File: src/rtl/fbdma_pkg.sv
package fbdma_pkg;
  // per-half strobes from control to datapath
  typedef struct packed {
    logic step;      // advance to next burst of the region
    logic wrapSame;  // restart current region
    logic wrapSwap;  // restart in the other region
  } stepCtl_t;

  typedef enum logic [1:0] {PH_IDLE, PH_ISSUE, PH_WAIT} phase_t;
endpackage

File: src/rtl/fbdma_ctrl.sv
module fbdma_ctrl
  import fbdma_pkg::*;
(
  input  logic     clk,
  input  logic     rstN,
  input  logic     inHasBurst,
  input  logic     outHasRoom,
  input  logic     wrCmdReady,
  input  logic     rdCmdReady,
  input  logic     wrTagHit,
  input  logic     rdTagHit,
  input  logic     wrLast,
  input  logic     rdLast,
  input  logic     wrBuf,
  input  logic     rdBuf,
  output logic     wrCmdValid,
  output logic     rdCmdValid,
  output stepCtl_t wrCtl,
  output stepCtl_t rdCtl
);
  phase_t     wrPh, rdPh;
  logic [1:0] regionFull;  // region holds a complete, untouched frame
  logic       frameSeen;

  always_ff @(posedge clk) begin
    if (!rstN) begin
      wrPh       <= PH_IDLE;
      rdPh       <= PH_IDLE;
      regionFull <= '0;
      frameSeen  <= 1'b0;
    end else begin
      unique case (wrPh)
        PH_IDLE:  if (inHasBurst) wrPh <= PH_ISSUE;
        PH_ISSUE: if (wrCmdReady) wrPh <= PH_WAIT;
        PH_WAIT:  if (wrTagHit)   wrPh <= PH_IDLE;
        default:  wrPh <= PH_IDLE;
      endcase
      unique case (rdPh)
        PH_IDLE:  if (outHasRoom && frameSeen) rdPh <= PH_ISSUE;
        PH_ISSUE: if (rdCmdReady) rdPh <= PH_WAIT;
        PH_WAIT:  if (rdTagHit)   rdPh <= PH_IDLE;
        default:  rdPh <= PH_IDLE;
      endcase
      if (wrCtl.wrapSwap) begin
        regionFull[wrBuf]  <= 1'b1;
        regionFull[~wrBuf] <= 1'b0;  // writer now overwrites it
        frameSeen          <= 1'b1;
      end
    end
  end

  always_comb begin
    wrCmdValid     = (wrPh == PH_ISSUE);
    rdCmdValid     = (rdPh == PH_ISSUE);
    wrCtl          = '0;
    rdCtl          = '0;
    wrCtl.step     = (wrPh == PH_WAIT) && wrTagHit && !wrLast;
    wrCtl.wrapSwap = (wrPh == PH_WAIT) && wrTagHit && wrLast;
    rdCtl.step     = (rdPh == PH_WAIT) && rdTagHit && !rdLast;
    rdCtl.wrapSwap = (rdPh == PH_WAIT) && rdTagHit && rdLast && regionFull[~rdBuf];
    rdCtl.wrapSame = (rdPh == PH_WAIT) && rdTagHit && rdLast && !regionFull[~rdBuf];
  end
endmodule

File: src/rtl/fbdma_path.sv
module fbdma_path
  import fbdma_pkg::*;
#(
  parameter int ADDR_W      = 32,
  parameter int TAG_W       = 4,
  parameter int XFER_BYTES  = 64,
  parameter int STRIDE_MUL  = 2,
  parameter int SKEW_BYTES  = 32,
  parameter int FRAME_XFERS = 9600,
  parameter logic [ADDR_W-1:0] BASE0 = 32'h8000_0000,
  parameter logic [ADDR_W-1:0] BASE1 = 32'h8020_0000,
  localparam int LEN_W = $clog2(XFER_BYTES + 1)
) (
  input  logic              clk,
  input  logic              rstN,
  input  stepCtl_t          wrCtl,
  input  stepCtl_t          rdCtl,
  input  logic              wrStsValid,
  input  logic [TAG_W-1:0]  wrStsTag,
  input  logic              wrStsErr,
  input  logic              rdStsValid,
  input  logic [TAG_W-1:0]  rdStsTag,
  input  logic              rdStsErr,
  output logic [ADDR_W-1:0] wrCmdAddr,
  output logic [LEN_W-1:0]  wrCmdLen,
  output logic [TAG_W-1:0]  wrCmdTag,
  output logic [ADDR_W-1:0] rdCmdAddr,
  output logic [LEN_W-1:0]  rdCmdLen,
  output logic [TAG_W-1:0]  rdCmdTag,
  output logic              wrTagHit,
  output logic              rdTagHit,
  output logic              wrLast,
  output logic              rdLast,
  output logic              wrBuf,
  output logic              rdBuf,
  output logic              errFlag
);
  localparam int RD_LAST = (SKEW_BYTES > 0) ? FRAME_XFERS : FRAME_XFERS - 1;
  localparam int IDX_W   = $clog2(RD_LAST + 2);
  localparam logic [ADDR_W-1:0] STEP = ADDR_W'(XFER_BYTES * STRIDE_MUL);

  logic [IDX_W-1:0]  wrIdx, rdIdx;
  logic [ADDR_W-1:0] wrBase, rdBase, rdOther;
  logic              wrDone, rdDone;

  assign wrDone  = wrCtl.step | wrCtl.wrapSame | wrCtl.wrapSwap;
  assign rdDone  = rdCtl.step | rdCtl.wrapSame | rdCtl.wrapSwap;
  assign wrBase  = wrBuf ? BASE1 : BASE0;
  assign rdBase  = rdBuf ? BASE1 : BASE0;
  assign rdOther = rdBuf ? BASE0 : BASE1;

  always_ff @(posedge clk) begin
    if (!rstN) begin
      wrIdx   <= '0;
      rdIdx   <= '0;
      wrBuf   <= 1'b0;
      rdBuf   <= 1'b0;
      wrCmdTag <= '0;
      rdCmdTag <= '0;
      errFlag <= 1'b0;
    end else begin
      if (wrCtl.step) wrIdx <= wrIdx + 1'b1;
      else if (wrCtl.wrapSwap || wrCtl.wrapSame) wrIdx <= '0;
      if (wrCtl.wrapSwap) wrBuf <= ~wrBuf;
      if (rdCtl.step) rdIdx <= rdIdx + 1'b1;
      else if (rdCtl.wrapSwap || rdCtl.wrapSame) rdIdx <= '0;
      if (rdCtl.wrapSwap) rdBuf <= ~rdBuf;
      if (wrDone) wrCmdTag <= wrCmdTag + 1'b1;
      if (rdDone) rdCmdTag <= rdCmdTag + 1'b1;
      errFlag <= errFlag | (wrDone & wrStsErr) | (rdDone & rdStsErr);
    end
  end

  assign wrTagHit  = wrStsValid && (wrStsTag == wrCmdTag);
  assign rdTagHit  = rdStsValid && (rdStsTag == rdCmdTag);
  assign wrLast    = (wrIdx == IDX_W'(FRAME_XFERS - 1));
  assign rdLast    = (rdIdx == IDX_W'(RD_LAST));
  assign wrCmdAddr = wrBase + ADDR_W'(wrIdx) * STEP;
  assign wrCmdLen  = LEN_W'(XFER_BYTES);

  generate
    if (SKEW_BYTES > 0) begin : g_skew
      always_comb begin
        if (rdIdx == '0) begin
          rdCmdAddr = rdBase + ADDR_W'(SKEW_BYTES);
          rdCmdLen  = LEN_W'(XFER_BYTES - SKEW_BYTES);
        end else if (rdLast) begin
          rdCmdAddr = rdOther;
          rdCmdLen  = LEN_W'(SKEW_BYTES);
        end else begin
          rdCmdAddr = rdBase + ADDR_W'(rdIdx) * STEP;
          rdCmdLen  = LEN_W'(XFER_BYTES);
        end
      end
    end else begin : g_plain
      assign rdCmdAddr = rdBase + ADDR_W'(rdIdx) * STEP;
      assign rdCmdLen  = LEN_W'(XFER_BYTES);
    end
  endgenerate
endmodule

File: src/rtl/fbdma_top.sv
module fbdma_top
  import fbdma_pkg::*;
#(
  parameter int ADDR_W      = 32,
  parameter int TAG_W       = 4,
  parameter int XFER_BYTES  = 64,
  parameter int STRIDE_MUL  = 2,
  parameter int SKEW_BYTES  = 32,
  parameter int FRAME_XFERS = 9600,
  parameter logic [ADDR_W-1:0] BASE0 = 32'h8000_0000,
  parameter logic [ADDR_W-1:0] BASE1 = 32'h8020_0000,
  localparam int LEN_W = $clog2(XFER_BYTES + 1)
) (
  input  logic              clk,
  input  logic              rstN,
  input  logic              inHasBurst,
  input  logic              outHasRoom,
  output logic              wrCmdValid,
  input  logic              wrCmdReady,
  output logic [ADDR_W-1:0] wrCmdAddr,
  output logic [LEN_W-1:0]  wrCmdLen,
  output logic [TAG_W-1:0]  wrCmdTag,
  input  logic              wrStsValid,
  input  logic [TAG_W-1:0]  wrStsTag,
  input  logic              wrStsErr,
  output logic              rdCmdValid,
  input  logic              rdCmdReady,
  output logic [ADDR_W-1:0] rdCmdAddr,
  output logic [LEN_W-1:0]  rdCmdLen,
  output logic [TAG_W-1:0]  rdCmdTag,
  input  logic              rdStsValid,
  input  logic [TAG_W-1:0]  rdStsTag,
  input  logic              rdStsErr,
  output logic              errFlag
);
  stepCtl_t wrCtl, rdCtl;
  logic     wrTagHit, rdTagHit, wrLast, rdLast, wrBuf, rdBuf;

  fbdma_ctrl uCtrl (
    .clk, .rstN, .inHasBurst, .outHasRoom, .wrCmdReady, .rdCmdReady,
    .wrTagHit, .rdTagHit, .wrLast, .rdLast, .wrBuf, .rdBuf,
    .wrCmdValid, .rdCmdValid, .wrCtl, .rdCtl
  );

  fbdma_path #(
    .ADDR_W(ADDR_W), .TAG_W(TAG_W), .XFER_BYTES(XFER_BYTES),
    .STRIDE_MUL(STRIDE_MUL), .SKEW_BYTES(SKEW_BYTES),
    .FRAME_XFERS(FRAME_XFERS), .BASE0(BASE0), .BASE1(BASE1)
  ) uPath (
    .clk, .rstN, .wrCtl, .rdCtl,
    .wrStsValid, .wrStsTag, .wrStsErr, .rdStsValid, .rdStsTag, .rdStsErr,
    .wrCmdAddr, .wrCmdLen, .wrCmdTag, .rdCmdAddr, .rdCmdLen, .rdCmdTag,
    .wrTagHit, .rdTagHit, .wrLast, .rdLast, .wrBuf, .rdBuf, .errFlag
  );
endmodule

File: config.mk
export PLATFORM = sky130hd
export DESIGN_NAME = fbdma_top
export DESIGN_NICKNAME = d
export VERILOG_FILES = /design/src/rtl/fbdma_pkg.sv /design/src/rtl/fbdma_ctrl.sv /design/src/rtl/fbdma_path.sv /design/src/rtl/fbdma_top.sv
export SDC_FILE = /design/constraint.sdc
export NUM_CORES = 1
export LEC_CHECK = 0
export BUFFER_PORTS_ARGS = -buffer_cell sky130_fd_sc_hd__buf_2
export CORE_MARGIN = 2
export CORE_UTILIZATION = 45
export CTS_CLUSTER_SIZE = 14
export DETAILED_ROUTE_END_ITERATION = 12
export PLACE_DENSITY = 0.7
export SKIP_LAST_GASP = 1
export SLEW_MARGIN = 20
export SYNTH_ARGS = -nofsm -noshare
export SYNTH_HDL_FRONTEND = slang
export SYNTH_HIERARCHICAL = 1
export SYNTH_SLANG_ARGS = --single-unit
File: constraint.sdc
create_clock -name clk -period 3.5 [get_ports clk]
set_input_delay 0.175 -clock clk [delete_from_list [all_inputs] [get_ports clk]]
set_output_delay 0.175 -clock clk [all_outputs]
set_load 0.1 [all_outputs]
Yosys cells after proc, flatten, opt, wreduce, memory -nomap -nowiden. Cells that the tools add are included.

Add/subtract/negate cells: 7. $mul: 0. Div/mod/pow operators: 0. Magnitude comparators: 5. Eq/ne operators: 14. Shift operators: 0. Multiplexer cells: 25. Bitwise gates (word level): 12. Reduce and logical (&&, ||, !) cells: 24.

Operators by type and width (number): $mux 22 (3); $add 32x21->32 (2); $mux 32 (2); $mux 14 (4); $add 32x6->32 const B (1); $add 14x1->14 const B (2); $eq 14x14->1 const B (2); $logic_not 14->1 (1); $mux 7 (2); $logic_and 1x1->1 (13); $mux 2 (6); $pmux 2 s3 (2); $ne 2x1->1 const B (5); $add 4x1->4 const B (2); $eq 4x4->1 (2); $lt 1x2->1 const B (3); $reduce_and 3->1 (2); $or 1x1->1 (5); $eq 2x1->1 const B (2); $eq 2x2->1 const B (2); $logic_not 2->1 (2); $mux 1 (4); $reduce_bool 2->1 (2); $logic_not 1->1 (3); other kinds (9) (13).

Flip-flop bits (word level): 46. Bits in latches: 0. Memory bits (writable): 0. ROM bits: 0. Bits of input ports: 18. Word-level logic and storage cells: 98. Memories: 0.

Depth between registers and ports, before layout. Gate-level depths: netlist (run 1).

Depth in word-level cells: 9. Gate-level depth with buffers: 11. Mapped depth without buffers: 10.

By module. The synthesis (run 1) kept the hierarchy.

By module, submodules not included: fbdma_path (instances 1, cells an instance 296, area each 2426.1 µm², sequential area each 780.7 µm²); fbdma_ctrl (instances 1, cells an instance 40, area each 379.1 µm², sequential area each 140.1 µm²).

Least setup slack after synthesis (run 1). No wires, ideal clock.

Path type: reg-to-reg. From: register uPath.wrIdx[0]. To: register uPath.wrCmdTag[3]. Library setup time: 0.128 ns. Arrival: 2.868 ns. Required time: 3.372 ns. Path slack: 0.505 ns. Stages on the path, launching flop included: 11. Buffers on the path: 1. Period minus slack after synthesis: 2.995 ns. Cells stage by stage: dfxtp_1 ha_1 nor4bb_1 nand4_1 nor2_1 and4bb_2 or3_1 clkbuf_1 nand4_1 xor2_1 nor2_1.

RTL lines: start: declaration (line fbdma_path.sv:42) `logic [IDX_W-1:0] wrIdx, rdIdx;`; start signal: assignment (line fbdma_path.sv:62) `if (wrCtl.step) wrIdx <= wrIdx + 1'b1;`; end signal: assignment (line fbdma_path.sv:68) `if (wrDone) wrCmdTag <= wrCmdTag + 1'b1;`; end: declaration (line fbdma_path.sv:26) `output logic [TAG_W-1:0] wrCmdTag,`.

==> results.md, run 1 <==
Status:
- The run finished with clean final reports.

Global route:
- Global routing used between 10% and 20% of the available tracks.
- The via count of the first global-routing pass came to ~2100.
- The largest net degree at the start of global routing is 28.
- The initial antenna violation count is 0.
- The first global-routing pass estimated between 9000 and 10000 µm of wire.
- The total congestion overflow after global routing is 0.

Critical path:
- The most frequent cell on the critical path is sky130_fd_sc_hd__nor2_1.
- In this run the critical register-to-register path is launched from uPath/rdIdx[3].
- The worst stage delay on the critical path is ~0.44 ns.
- The number of cells traversed by the worst register-to-register path is 9.
- In this run the worst path has a maximum fanout of 8.
- The register-to-register setup slack is between 0.8 and 0.9 ns.
- The highest-delay cell along the critical path is sky130_fd_sc_hd__or4_1.
- The required time at the worst-slack endpoint is roughly 3.7 ns.
- The data arrival at the endpoint of the critical path is 2.87 ns.
- The worst register-to-register path ends at uPath/rdIdx[10].
- The setup path with the least slack is of type reg -> reg.
- STA classifies the critical path startpoint as a flop.
- The number of buffers and inverters on the critical path is 0.
- The cell family contributing the most delay on the critical path is simple AND/OR/NAND/NOR gates.
- The endpoint kind of the worst setup timing path is a flop.
- Walking the worst path, the cells encountered are nor4_1, nand4b_1, nor2_1, nand4b_1, nor2_1, o311ai_2, or4_1, xor2_1, nor2_1.

STA:
- The share of the cycle needed by the critical path after routing is 76.4%.
- For the pin with the worst max-slew slack, the measured transition is around 0.9 ns.
- The worst slew margin relative to its limit is 41.4%.
- The clock tree skew after final layout is 0.0130 ns.
- Setup violations remaining at the end of the flow were counted as 0.
- For the finished layout, the period the worst path requires is about 2.7 ns.
- The aggregate negative setup slack is 0 ns.
- The final setup slack of the worst path is ~0.82 ns.
- The final count of pins violating max slew is 0.
- The final count of hold timing violations is 0.
- Based on the critical path, the design can be clocked at up to 0.374 GHz.
- Setup repair after global routing left no endpoint under its margin.

Clock network:
- The number of CTS-inserted buffers is 5.
- The number of gates resized after CTS was 0.
- After clock tree synthesis, the flow added hold-fix buffers numbering 0.
- The root buffer cell chosen for the clock tree is sky130_fd_sc_hd__clkbuf_8.
- Clock-pin slew was measured on the worst setup and hold paths at approximately 0.10 ns.
- TritonCTS built the clock tree.
- The post-CTS setup repair buffer count is 0.
- The clock passes through at most 2 buffers.
- The number of levels in the clock H-tree is 2.
- The clock reaches the later pin of the worst-skew pair after about 0.30 ns.
- For this design, the sink count on the clock tree is 46.

Power and ir drop:
- The fraction of power consumed by sequential logic is 43.4%.
- For this design the total switching power over the nets is between 0.4 and 0.5 mW.
- In this run, the clock network consumes 33.1% of the power.
- The switching power share of the total is 38.0%.
- The total power draw is about 1.2 mW.
- The leakage power total is approximately 1.4 nW.
- The power density over the cells is around 400 nW/µm².
- The internal power contribution is around 0.76 mW.
- The peak ir drop on the vdd network is approximately 0.20 mV.
- The relative contribution of combinational cells to total power is a little under a quarter.

Place:
- The worst slack at placement is slightly above 0.8 ns.
- The number of port buffers is 61.
- The final estimated routing congestion in global placement is between 0.8 and 0.9.
- Counting tap cells, the placed design contains a total of 450 instances.
- Once detailed placement completed, the half-perimeter wirelength came to around 4400 µm.

Flow run:
- The tool flagged a number of max-cap violations equal to 0.

Logic synthesis:
- In this run, synthesis produced a sequential element count of 46.
- The most used flip-flop cell after synthesis is sky130_fd_sc_hd__dfxtp_1.
- Counting flops with an async set or reset pin after synthesis yields a share of 0%.
- Among all cell types in the netlist, the one instantiated most often is sky130_fd_sc_hd__buf_4.
- Yosys mapped a number of flops with a built-in enable equal to 0.
- sky130_fd_sc_hd__dfxtp_1 takes more of the synthesized area than any other cell.
- By area the synthesized netlist is led by sky130_fd_sc_hd__dfxtp_1 33%, sky130_fd_sc_hd__buf_4 13%, sky130_fd_sc_hd__xor2_1 5.0%.
- The mapped netlist covers about 2800 µm².
- Sequential elements use about a third of the synthesized area.
- After synthesis, the mean cell area works out to ~8.3 µm².
- Counting every instance in the synthesized netlist gives 336.
- The warning count from the yosys run is 6.
- The commonest cells after synthesis are 47 x sky130_fd_sc_hd__buf_4, 46 x sky130_fd_sc_hd__dfxtp_1, 35 x sky130_fd_sc_hd__nor2_1.
- The count of cell types in the netlist is 57.
- The proportion of netlist area held by the largest area contributor is between 30% and 40%.

Final layout:
- The number of antenna diodes in the final layout is 0.
- The sequential cell area in the final layout is a little over 900 µm².
- The post-layout instance count excluding filler cells is roughly 460.
- The area growth from synthesis to layout is 8.70%.
- The multi-input gate area in the final layout is about 1600 µm².
- Fill cells in the final layout number roughly 600.
- The post-route netlist has between 20% and 30% of its cells at a drive strength greater than 1.
- After the last flow step, the layout net total stands at between 400 and 500.

Routing:
- After detailed routing, the average wire length per cell comes to 12.9 µm.
- Summing over every cut layer, the via total after detailed routing is 2303.
- The number of vias per cell is approximately 5.
- For this run, the detailed router's first-pass iteration total came to 5.
- The DRC violation total after the first TritonRoute iteration is approximately 130.
- The final layout contains routed wiring with a total length of between 5000 and 6000 µm.
- The remaining number of nets flagged by the antenna check after routing is 0.
- The number of remaining DRC errors is 0.

Min path:
- The end point of the most critical hold path is uCtrl/wrPh[0].
- Counting instances, the worst hold path has a depth of 3.
- The start point of the worst min-delay path is inHasBurst.
- The min-delay analysis places its worst path in the category in -> reg.

Die:
- Measured along the x axis, the die boundary spans a little over 80 µm.
- The initial utilization of the core area, before any placement, comes to a little under half.
- The floorplan has 28 rows.
- The die is roughly 83 µm tall.
- The die covers between 6000 and 7000 µm².
- The core region is slightly below 6000 µm².
- The number of placed I/O pins is ~110.
worst max path at each step:
stage / start / end / cells after the start
6_report: uPath/rdIdx[3] / uPath/rdIdx[10] / 9
3_3_place_gp: uPath/rdCmdTag[2] / uPath/rdIdx[7] / 8
2_1_floorplan: uPath/wrIdx[0] / uPath/wrCmdTag[3] / 10
4_1_cts: uPath/rdCmdTag[0] / uPath/rdIdx[7] / 8
5_1_grt: uPath/rdIdx[2] / uPath/rdIdx[10] / 9
3_5_place_dp: uPath/rdCmdTag[0] / uPath/rdIdx[7] / 8
cells in the final DEF (no fill, tap or decap), types with 4 or more instances in the layout:
cell and instances:
sky130_fd_sc_hd__buf_2 61, sky130_fd_sc_hd__nor3_1 4, sky130_fd_sc_hd__nand2_1 25, sky130_fd_sc_hd__a21oi_1 12, sky130_fd_sc_hd__nand3b_1 4, sky130_fd_sc_hd__nand2b_1 6, sky130_fd_sc_hd__dfxtp_1 46, sky130_fd_sc_hd__nand4_1 9
sky130_fd_sc_hd__clkbuf_8 5, sky130_fd_sc_hd__ha_1 5, sky130_fd_sc_hd__nor4_1 5, sky130_fd_sc_hd__inv_1 6, sky130_fd_sc_hd__and2_1 7, sky130_fd_sc_hd__and3_1 5, sky130_fd_sc_hd__o21ai_0 4, sky130_fd_sc_hd__nand3_1 8
sky130_fd_sc_hd__conb_1 46, sky130_fd_sc_hd__nor2_1 35, sky130_fd_sc_hd__xor2_1 16, sky130_fd_sc_hd__nand4b_1 4, sky130_fd_sc_hd__xnor2_1 11
state kept, by name (all words and copies together) (netlist names):
signal            cells
uPath/rdIdx          14
uPath/wrIdx          14
uPath/rdCmdTag        4
uPath/wrCmdTag        4
uCtrl/rdPh            2
uCtrl/regionFull      2
uCtrl/wrPh            2
uCtrl/frameSeen       1
uPath/errFlag         1
uPath/rdBuf           1
uPath/wrBuf           1
through the flow:
step	util, %	hold WS, ns	area [µm²]
floorplan	-	0.292	2970
global placement	49.3	0.424	2940
detailed placement	49.3	0.424	2940
CTS	51.2	0.120	3050
global route	51.2	0.129	3050
finish	51.2	0.122	3050
power groups by stage:
| stage | logic [mW] | clock network (mW) | registers (mW) |
|---|---|---|---|
| after global placement | 0.287 | 0 | 0.546 |
| after CTS | 0.288 | 0.414 | 0.534 |
| after global routing | 0.296 | 0.437 | 0.535 |
| after floorplan | 0.282 | 0 | 0.568 |
| final | 0.288 | 0.408 | 0.534 |
| after detailed placement | 0.287 | 0 | 0.546 |
cell type report:
cell class                      count  share of cell area, %
Tap cell                           75                   3.08
Inverter                            7                  0.862
Clock inverter                      3                   1.48
Multi-Input combinational cell    260                   51.9
Clock buffer                        5                   2.26
Timing Repair Buffer               62                   10.3
Sequential cell                    46                   30.2
logic make-up (layout without fill, tap and decap cells):
group / count (synthesis) / after routing / synth area share, %
multiplexers: 8 / 8 / 3.08
AND/OR/NAND/NOR: 135 / 135 / 27.0
buffers and inverters: 73 / 77 / 16.8
adder cells (fa/ha/maj): 5 / 5 / 2.23
other: 3 / 46 / 0.401
flip-flops: 46 / 46 / 32.8
XOR/XNOR: 27 / 27 / 8.43
AO/OA/AOI/OAI: 39 / 39 / 9.28
routing by layer:
layer  part of all wire [%]  up-vias  wire length (µm)  global-route usage, %
met3                    6.8        2               402                   4.08
met1                     45     1075              2650                   22.0
li1                       -     1143                 -                      -
met5                      0        -                 0                      0
met2                     48       83              2850                   28.2
met4                   0.32        0                19                   3.28
worst reg2reg max path, cell delays in order (launching register included):
cell and delay [ns]:
sky130_fd_sc_hd__dfxtp_1 0.39, sky130_fd_sc_hd__nor4_1 0.33, sky130_fd_sc_hd__nand4b_1 0.19, sky130_fd_sc_hd__nor2_1 0.30
sky130_fd_sc_hd__nand4b_1 0.17, sky130_fd_sc_hd__nor2_1 0.32, sky130_fd_sc_hd__o311ai_2 0.21, sky130_fd_sc_hd__or4_1 0.44
sky130_fd_sc_hd__xor2_1 0.15, sky130_fd_sc_hd__nor2_1 0.05
Note: power is estimated with default switching activity, not from simulation.
==> run 2, diff against run 1 <==
==> constraint.sdc (replaced) <==
create_clock -name clk -period 2.5 [get_ports clk]
set_input_delay 0.125 -clock clk [delete_from_list [all_inputs] [get_ports clk]]
set_output_delay 0.125 -clock clk [all_outputs]
set_load 0.1 [all_outputs]
==> results.md, run 2 (synthesis gave the netlist of run 1 again) <==
Flow run:
- The reported max-cap violation count is 0 (unchanged).

Routing:
- The via count is 2395 (+4.0%).
- The number of remaining DRC errors is 0 (unchanged).
- The detailed-route wire length per cell is 13.0 µm (+0.38%).
- The number of vias per cell was 5.02 (-0.15%).
- The aggregate routed wire length is 6190 µm (+4.5%).
- The DRC violation total after the first TritonRoute iteration came to 75 (-42%).
- The number of optimization iterations in the first detailed-route pass is 4 (-1).
- The remaining number of nets flagged by the antenna check after routing is 0 (unchanged).

Critical path:
- The highest-delay cell along the critical path is sky130_fd_sc_hd__or3_4.
- The largest fanout on the critical path was 13 (+5).
- The register-to-register setup slack is 0.06 ns (-0.76 ns).
- The worst setup path is captured at a flop.
- In this run the critical register-to-register path is captured at uPath/wrCmdTag[3].
- The worst stage delay on the critical path is 0.43 ns (about the same).
- The origin of the critical flop-to-flop path is uPath/wrIdx[0].
- The data arrival at the endpoint of the critical path is 2.62 ns (-0.25 ns).
- The number of cells traversed by the worst register-to-register path is 9 (unchanged).
- The signal on the critical path passes through ha_1, nor4bb_4, nand4_1, nor2_1, and4bb_4, or3_4, nand4_1, xor2_1, nor2_1.
- The kind of critical path is reg -> reg.
- The worst setup path is launched from a flop.
- The required time at the worst-slack endpoint came to 2.68 ns (-1.01 ns).

Power and ir drop:
- The peak ir drop on the vdd network is 0.300 mV (+49%).
- The total power draw is 1.69 mW (+37%).
- The leakage power total is 1.48 nW (+9.5%).
- The power density over the cells came to 513 nW/µm² (+27%).

Die:
- The number of placed I/O pins is 107 (unchanged).
- The die area is 6880 µm² (unchanged).
- The core footprint is 5960 µm² (unchanged).
- The effective utilization at floorplan is 47.1% (unchanged).
- The overall die width came to 83.0 µm (unchanged).
- The row count was 28 (unchanged).
- The vertical die dimension was 83.0 µm (unchanged).

Final layout:
- The net count reported at finish is 424 (+4.7%).
- The library cells used most frequently in the layout, excluding fill and tap cells, are 61 x sky130_fd_sc_hd__buf_2, 46 x sky130_fd_sc_hd__conb_1, 34 x sky130_fd_sc_hd__nor2_1.
- The number of diodes added for antenna fixing was 0 (unchanged).
- The ratio of cells with drive above 1 in the final layout is 31.3% (+10 points).
- The most frequent standard cell in the layout excluding fill and tap cells is sky130_fd_sc_hd__buf_2.
- The synthesis-to-layout area growth is 17.2%.
- The area of all placed cells without fillers is 3290 µm² (+7.8%).
- The largest registers in the layout are uPath/rdIdx (14), uPath/wrIdx (14).
- The final cell utilization of the core is 55.2% (+4.0 points).
- The fill cell instance count of the final layout is 577 (-4.6%).

STA:
- The final count of negative-setup-slack endpoints is 0 (unchanged).
- The final setup slack of the worst path is 0.0607 ns (-0.764 ns).
- The final count of hold timing violations was 0 (unchanged).
- The worst slew margin relative to its limit was 57.7% (+16 points).
- The maximum clock frequency is 0.410 GHz (+9.7%).
- The slew at the pin with the worst max-slew slack is 0.633 ns (-0.245 ns).
- The share of the cycle needed by the critical path after routing is 97.6% (+21 points).
- The aggregate negative setup slack is 0 ns (unchanged).
- The shortest period the worst path allows came to 2.44 ns (-0.236 ns).
- The final count of pins violating max slew is 0 (unchanged).
- The clock tree skew after final layout was 0.00450 ns (-0.00847 ns).

Place:
- The number of port buffers was 61 (unchanged).
- The final HPWL from detailed placement is 4530 µm (+3.6%).
- The final estimated routing congestion in global placement is 0.858 (+0.18%).
- The instance area at placement came to 3120 µm² (+6.3%).
- The worst slack at placement is -0.131 ns (-0.941 ns).

Clock network:
- The number of sinks handled by clock tree synthesis is 46 (unchanged).
- The clock-pin slew reported for the worst setup and hold paths after clock tree synthesis is 0.08 ns (-0.02 ns).
- The maximum root-to-sink buffer count is 2 (unchanged).
- The number of levels in the clock H-tree is 2 (unchanged).
- The post-CTS setup repair buffer count is 0 (unchanged).
- The number of CTS-inserted buffers is 5 (unchanged).
- The buffer type at the clock tree root is sky130_fd_sc_hd__clkbuf_8.
- The clock insertion delay at the later pin of the skew report is 0.30 ns (about the same).
- TritonCTS built the clock tree.

Status:
- The run finished with clean final reports.

Global route:
- The initial antenna violation count came to 0 (unchanged).
- The first-pass GRT wire length is 10000 µm (+2.1%).
- The global router's overall resource usage is 17.4% (+0.65 points).
- The largest net degree at the start of global routing came to 27 (-3.6%).
- The via count of the first global-routing pass was 2169 (+3.2%).
- The total congestion overflow after global routing is 0 (unchanged).

Min path:
- The path class of the lowest-slack min-delay path is in -> reg.
- The cell depth of the worst hold path is 3 (unchanged).
- The path with the worst hold slack has its endpoint at uCtrl/wrPh[0].
- The startpoint identified for the worst hold timing path is inHasBurst.
==> run 2: cell count changes in the layout (fill, tap and decap cells not counted), moves of 3 or more <==
cell                       delta
sky130_fd_sc_hd__dfxtp_2     +13
sky130_fd_sc_hd__clkbuf_8     +3
sky130_fd_sc_hd__buf_4       +19
sky130_fd_sc_hd__dfxtp_1     -18
sky130_fd_sc_hd__dfxtp_4      +5
==> run 2: final cells by class <==
type | count | area (µm²) | share of cell area (%)
clock buffers | 8 | 110 | 3.35
inverters | 7 | 26.3 | 0.799
multi-input cells | 260 | 1650 | 50.1
flip-flops and latches | 46 | 956 | 29.1
well taps | 75 | 93.8 | 2.85
repair buffers | 81 | 455 | 13.9
==> run 2: how the worst max path moves through the flow <==
stage,start,to,cells after the start
2_1_floorplan,uPath/rdCmdTag[0],uPath/rdIdx[10],8
3_3_place_gp,uPath/wrCmdTag[1],uPath/wrIdx[12],8
3_5_place_dp,uPath/wrCmdTag[1],uPath/wrIdx[12],8
4_1_cts,uPath/wrIdx[0],uPath/wrCmdTag[3],9
5_1_grt,uPath/wrIdx[0],uPath/errFlag,8
6_report,uPath/wrIdx[0],uPath/wrCmdTag[3],9
==> run 2: per-stage QoR <==
step,hold WS [ns],std cells
floorplan,0.242,379
CTS,0.0754,477
finish,0.0796,477
global route,0.0890,477
global placement,0.387,469
detailed placement,0.389,469
==> run 2: what timing repair did <==
item,in CTS,in global routing
hold endpoints to repair,0,0
pin swaps,0,2
resized for setup,3,8
hold buffers,0,0
setup endpoints to repair,5,18
==> run 2: report_power, final <==
group          switching, mW  internal, mW  total, mW
Combinational          0.377        0.0348      0.412
Clock                  0.251         0.279      0.530
Sequential           0.00885         0.734      0.743
Total                  0.637          1.05       1.69
==> run 2: layer usage <==
metal	up-vias	GRT usage (%)	part of all wire [%]
met4	0	7.30	2.1
met3	12	3.98	6.1
met2	93	28.6	48
met1	1102	22.0	44
li1	1188	-	-
met5	-	0	0
==> run 2: critical path, delay by kind of cell, from the launching register on <==
kind | cells | cell delay [ns]
fa+ha+maj | 1 | 0.23
flops | 1 | 0.39
simple gates | 7 | 1.53
xor+xnor | 1 | 0.17
==> run 3, diff against run 2 <==
--- a/config.mk
+++ b/config.mk
@@ -10,10 +10,9 @@
 export CORE_UTILIZATION = 45
 export CTS_CLUSTER_SIZE = 14
 export DETAILED_ROUTE_END_ITERATION = 12
-export PLACE_DENSITY = 0.7
+export PLACE_DENSITY = 0.69
 export SKIP_LAST_GASP = 1
 export SLEW_MARGIN = 20
 export SYNTH_ARGS = -nofsm -noshare
 export SYNTH_HDL_FRONTEND = slang
-export SYNTH_HIERARCHICAL = 1
 export SYNTH_SLANG_ARGS = --single-unit
==> results.md, run 3 <==
Logic synthesis:
- The cell type with the highest aggregate area in the netlist is sky130_fd_sc_hd__dfxtp_1.
- The share of cell area taken by muxes after synthesis was 1.04% (-2.0 points).
- The main combinational cell family by area after synthesis is simple AND/OR/NAND/NOR gates.
- The post-synthesis average cell area was 7.93 µm² (-5.0%).
- The count of cell types in the netlist is 49 (-14%).
- The area share of xor/xnor cells in the synthesized design is 2.32% (-6.1 points).
- The fraction of registers with async set/reset is 0% (unchanged).
- The commonest cells after synthesis are 46 x sky130_fd_sc_hd__buf_4, 46 x sky130_fd_sc_hd__dfxtp_1, 28 x sky130_fd_sc_hd__nand2_1.
- The number of enable-type register cells in the synthesized netlist is 0 (unchanged).
- The flip-flop cell with the highest count after synthesis is sky130_fd_sc_hd__dfxtp_1.
- The sequential share of the synthesized area came to 30.5% (-2.3 points).
- The register bit total from synthesis is 46 (unchanged).
- The cell area after synthesis is 3020 µm² (+7.7%).
- The adder and majority gate portion of the synthesized area is 2.07% (-0.16 points).
- The cell count after synthesis was 381 (+13%).
- The proportion of netlist area held by the largest area contributor was 30.5% (-2.3 points).
- The simple-gate area share of the yosys netlist is 28.0% (+1.0 points).
- After synthesis, the cell types taking the most area are sky130_fd_sc_hd__dfxtp_1 30%, sky130_fd_sc_hd__buf_4 11%, sky130_fd_sc_hd__a21oi_1 3.6%.
- The share of the synthesized area in compound gates (AO/OA/AOI/OAI) is 18.7% (+9.4 points).
- The warning count from the yosys run is 0 (-6).

Final layout:
- The ratio of cells with drive above 1 in the final layout was 20.7% (-11 points).
- The most frequent standard cell in the layout excluding fill and tap cells is sky130_fd_sc_hd__buf_2.
- The largest registers in the layout are uPath.rdIdx (14), uPath.wrIdx (14).
- Relative to the synthesized area, the layout overhead comes to 9.11%.
- The fill cell instance count of the final layout came to 638 (+11%).
- The net count reported at finish is 447 (+5.4%).
- The number of diodes added for antenna fixing was 0 (unchanged).
- In the layout the commonest cells are 61 x sky130_fd_sc_hd__buf_2, 46 x sky130_fd_sc_hd__dfxtp_1, 45 x sky130_fd_sc_hd__conb_1.
- The final cell utilization of the core is 51.3% (-3.9 points).

Routing:
- The remaining number of nets flagged by the antenna check after routing is 0 (unchanged).
- The via count is 2855 (+19%).
- The DRC violation total after the first TritonRoute iteration is 186 (+150%).
- The number of remaining DRC errors was 0 (unchanged).
- The number of vias per cell is 5.69 (+13%).
- The aggregate routed wire length was 7080 µm (+14%).
- The number of optimization iterations in the first detailed-route pass is 5 (+1).
- The detailed-route wire length per cell is 14.1 µm (+8.8%).

Critical path:
- Following the worst setup path forward leads to its endpoint at rdCmdAddr[8].
- The worst register-to-register path ends at uPath.rdBuf.
- STA classifies the critical path startpoint as a flop.
- The instance count on the critical path came to 5 (-4).
- The critical path starts at uPath.rdIdx[4].
- The number of buffer and inverter instances along the worst setup path is 1 (+1).
- The data arrival at the endpoint of the critical path is 2.04 ns (-0.58 ns).
- The worst stage delay on the critical path is 0.46 ns (+0.03 ns).
- The required time at the worst-slack endpoint is 2.38 ns (-0.30 ns).
- STA classifies the critical path endpoint as an output port.
- The signal on the critical path passes through nor4_1, nand3_1, a21o_1, and2_2, buf_2.
- The register-to-register setup slack is 0.60 ns (+0.54 ns).
- The cell family contributing the most delay on the critical path is simple AND/OR/NAND/NOR gates.
- The largest fanout on the critical path is 8 (-5).
- The critical path in this run is classified as reg -> out.
- On the critical path, the stage with the largest delay is an instance of sky130_fd_sc_hd__nor4_1.
- The number of cells traversed by the worst register-to-register path is 5 (-4).
- The origin of the critical flop-to-flop path is uPath.rdCmdTag[0].

Global route:
- The largest net degree at the start of global routing came to 35 (+30%).
- The initial antenna violation count came to 0 (unchanged).
- The via count of the first global-routing pass is 2451 (+13%).
- The global router's overall resource usage is 19.0% (+1.6 points).
- The total congestion overflow after global routing was 0 (unchanged).
- The first-pass GRT wire length is 11700 µm (+17%).

Die:
- The row count is 29 (+3.6%).
- The effective utilization at floorplan came to 47.0% (-0.072 points).
- The vertical die dimension came to 85.9 µm (+3.6%).
- The number of placed I/O pins is 107 (unchanged).
- The die area was 7380 µm² (+7.3%).
- The overall die width is 85.9 µm (+3.6%).
- The core footprint is 6420 µm² (+7.8%).

Power and ir drop:
- The fraction of power consumed by sequential logic is 43.7% (-0.4 points).
- The clock share of power is 33.9% (+2.4 points).
- The leakage power total is 1.27 nW (-14%).
- The internal power contribution is 1.06 mW (+1.0%).
- The power density over the cells is 511 nW/µm² (-0.41%).
- The relative contribution of combinational cells to total power is 22.4% (-2.1 points).
- The switching power share of the total is 37.1% (-0.73 points).
- The peak ir drop on the vdd network is 0.259 mV (-14%).
- The net switching power figure is 0.624 mW (-2.1%).

Place:
- The final HPWL from detailed placement was 4980 µm (+10%).
- The number of port buffers came to 61 (unchanged).
- The final estimated routing congestion in global placement was 0.852 (-0.75%).

STA:
- The worst slew margin relative to its limit is 49.7% (-7.9 points).
- The aggregate negative setup slack came to 0 ns (unchanged).
- The final count of pins violating max slew is 0 (unchanged).
- The slew at the pin with the worst max-slew slack is 0.753 ns (+0.120 ns).
- The final count of hold timing violations is 0 (unchanged).
- Setup repair after global routing left no endpoint under its margin.
- The clock tree skew after final layout is 0.00477 ns (+0.000279 ns).
- The share of the cycle needed by the critical path after routing came to 86.8% (-11 points).
- The maximum clock frequency is 0.461 GHz (+12%).
- The final count of negative-setup-slack endpoints came to 0 (unchanged).
- The shortest period the worst path allows came to 2.17 ns (-0.270 ns).

Min path:
- The start point of the worst min-delay path is wrCmdReady.
- The min-delay analysis places its worst path in the category in -> reg.

Clock network:
- The number of gates resized after CTS is 0 (-3).
- The number of CTS-inserted buffers is 5 (unchanged).
- The number of levels in the clock H-tree came to 2 (unchanged).
- The maximum root-to-sink buffer count is 2 (unchanged).
- The number of sinks handled by clock tree synthesis is 46 (unchanged).
- The number of hold-repair buffers added at the cts stage was 0 (unchanged).
- The clock tree from TritonCTS is built.
- The post-CTS setup repair buffer count is 0 (unchanged).
- The tree is rooted in a sky130_fd_sc_hd__clkbuf_8.
- The clock-pin slew reported for the worst setup and hold paths after clock tree synthesis is 0.09 ns (about the same).
- The clock insertion delay at the later pin of the skew report is 0.30 ns (about the same).

Status:
- The run finished with clean final reports.

Flow run:
- The reported max-cap violation count came to 0 (unchanged).
## run 3: cell count changes after synthesis, sizes merged, moves of 8 or more
cell    previous run  this run
nand3              8        19
o22ai              0         9
xor2              16         0
clkbuf            12        24
a211oi             1        12
or4                3        13
nor2              35         4
or3                3        11
a21oi             12        22
o31ai              1        13
## run 3: cell type report
| class | instances | area [µm²] | share of cell area, % |
|---|---|---|---|
| Multi-Input combinational cell | 289 | 1760 | 53.3 |
| Sequential cell | 46 | 921 | 27.9 |
| Timing Repair Buffer | 68 | 358 | 10.9 |
| Tap cell | 77 | 96.3 | 2.92 |
| Clock buffer | 6 | 72.6 | 2.20 |
| Inverter | 14 | 52.6 | 1.59 |
| Clock inverter | 2 | 37.5 | 1.14 |
## run 3: power by group through the flow
stage / Sequential (mW) / Clock [mW] / Combinational [mW]
after global routing: 0.737 / 0.605 / 0.388
after CTS: 0.736 / 0.584 / 0.375
after global placement: 0.753 / 0 / 0.374
after floorplan: 0.754 / 0 / 0.400
final: 0.736 / 0.570 / 0.377
after detailed placement: 0.753 / 0 / 0.375
## run 3: layer usage
layer	track usage, %	vias up	routed length, µm
li1	-	1405	-
met1	27.2	1336	3400
met2	30.1	109	3220
met3	3.08	5	419
met4	4.04	0	45
met5	0	-	0
## run 3: metrics by stage
| step | total power, mW | cells | cell area, µm² | hold WS [ns] | worst slack (ns) |
|---|---|---|---|---|---|
| after global placement | 1.13 | 494 | 3190 | 0.385 | 0.690 |
| final | 1.68 | 502 | 3300 | 0.0596 | 0.330 |
| after detailed placement | 1.13 | 494 | 3190 | 0.388 | 0.631 |
| after floorplan | 1.15 | 424 | 3200 | 0.261 | 0.147 |
| after global routing | 1.73 | 502 | 3300 | 0.0648 | 0.175 |
| after CTS | 1.70 | 502 | 3300 | 0.0539 | 0.321 |
## run 3: worst min-delay path by stage
| stage | slack, ns | cells after the start | endpoint |
|---|---|---|---|
| floorplan | 0.26 | 2 | uCtrl.wrPh[1] |
| global placement | 0.38 | 3 | uCtrl.wrPh[1] |
| detailed placement | 0.39 | 3 | uCtrl.wrPh[1] |
| CTS | 0.05 | 3 | uCtrl.wrPh[1] |
| global route | 0.06 | 3 | uCtrl.rdPh[1] |
| finish | 0.06 | 3 | uCtrl.wrPh[1] |
## run 3: cells by family after synthesis
| group | after synthesis |
|---|---|
| AO/OA/AOI/OAI | 85 |
| XOR/XNOR | 8 |
| adder cells (fa/ha/maj) | 5 |
| buffers and inverters | 89 |
| flip-flops | 46 |
| multiplexers | 3 |
| other | 2 |
| AND/OR/NAND/NOR | 143 |
## run 3: worst reg2reg max path, cell delays in order, from the launching register on
cell                      delay (ns)
sky130_fd_sc_hd__dfxtp_1        0.46
sky130_fd_sc_hd__xnor2_1        0.17
sky130_fd_sc_hd__nand3_1        0.42
sky130_fd_sc_hd__buf_4          0.35
sky130_fd_sc_hd__nor4_1         0.27
sky130_fd_sc_hd__o32ai_1        0.12
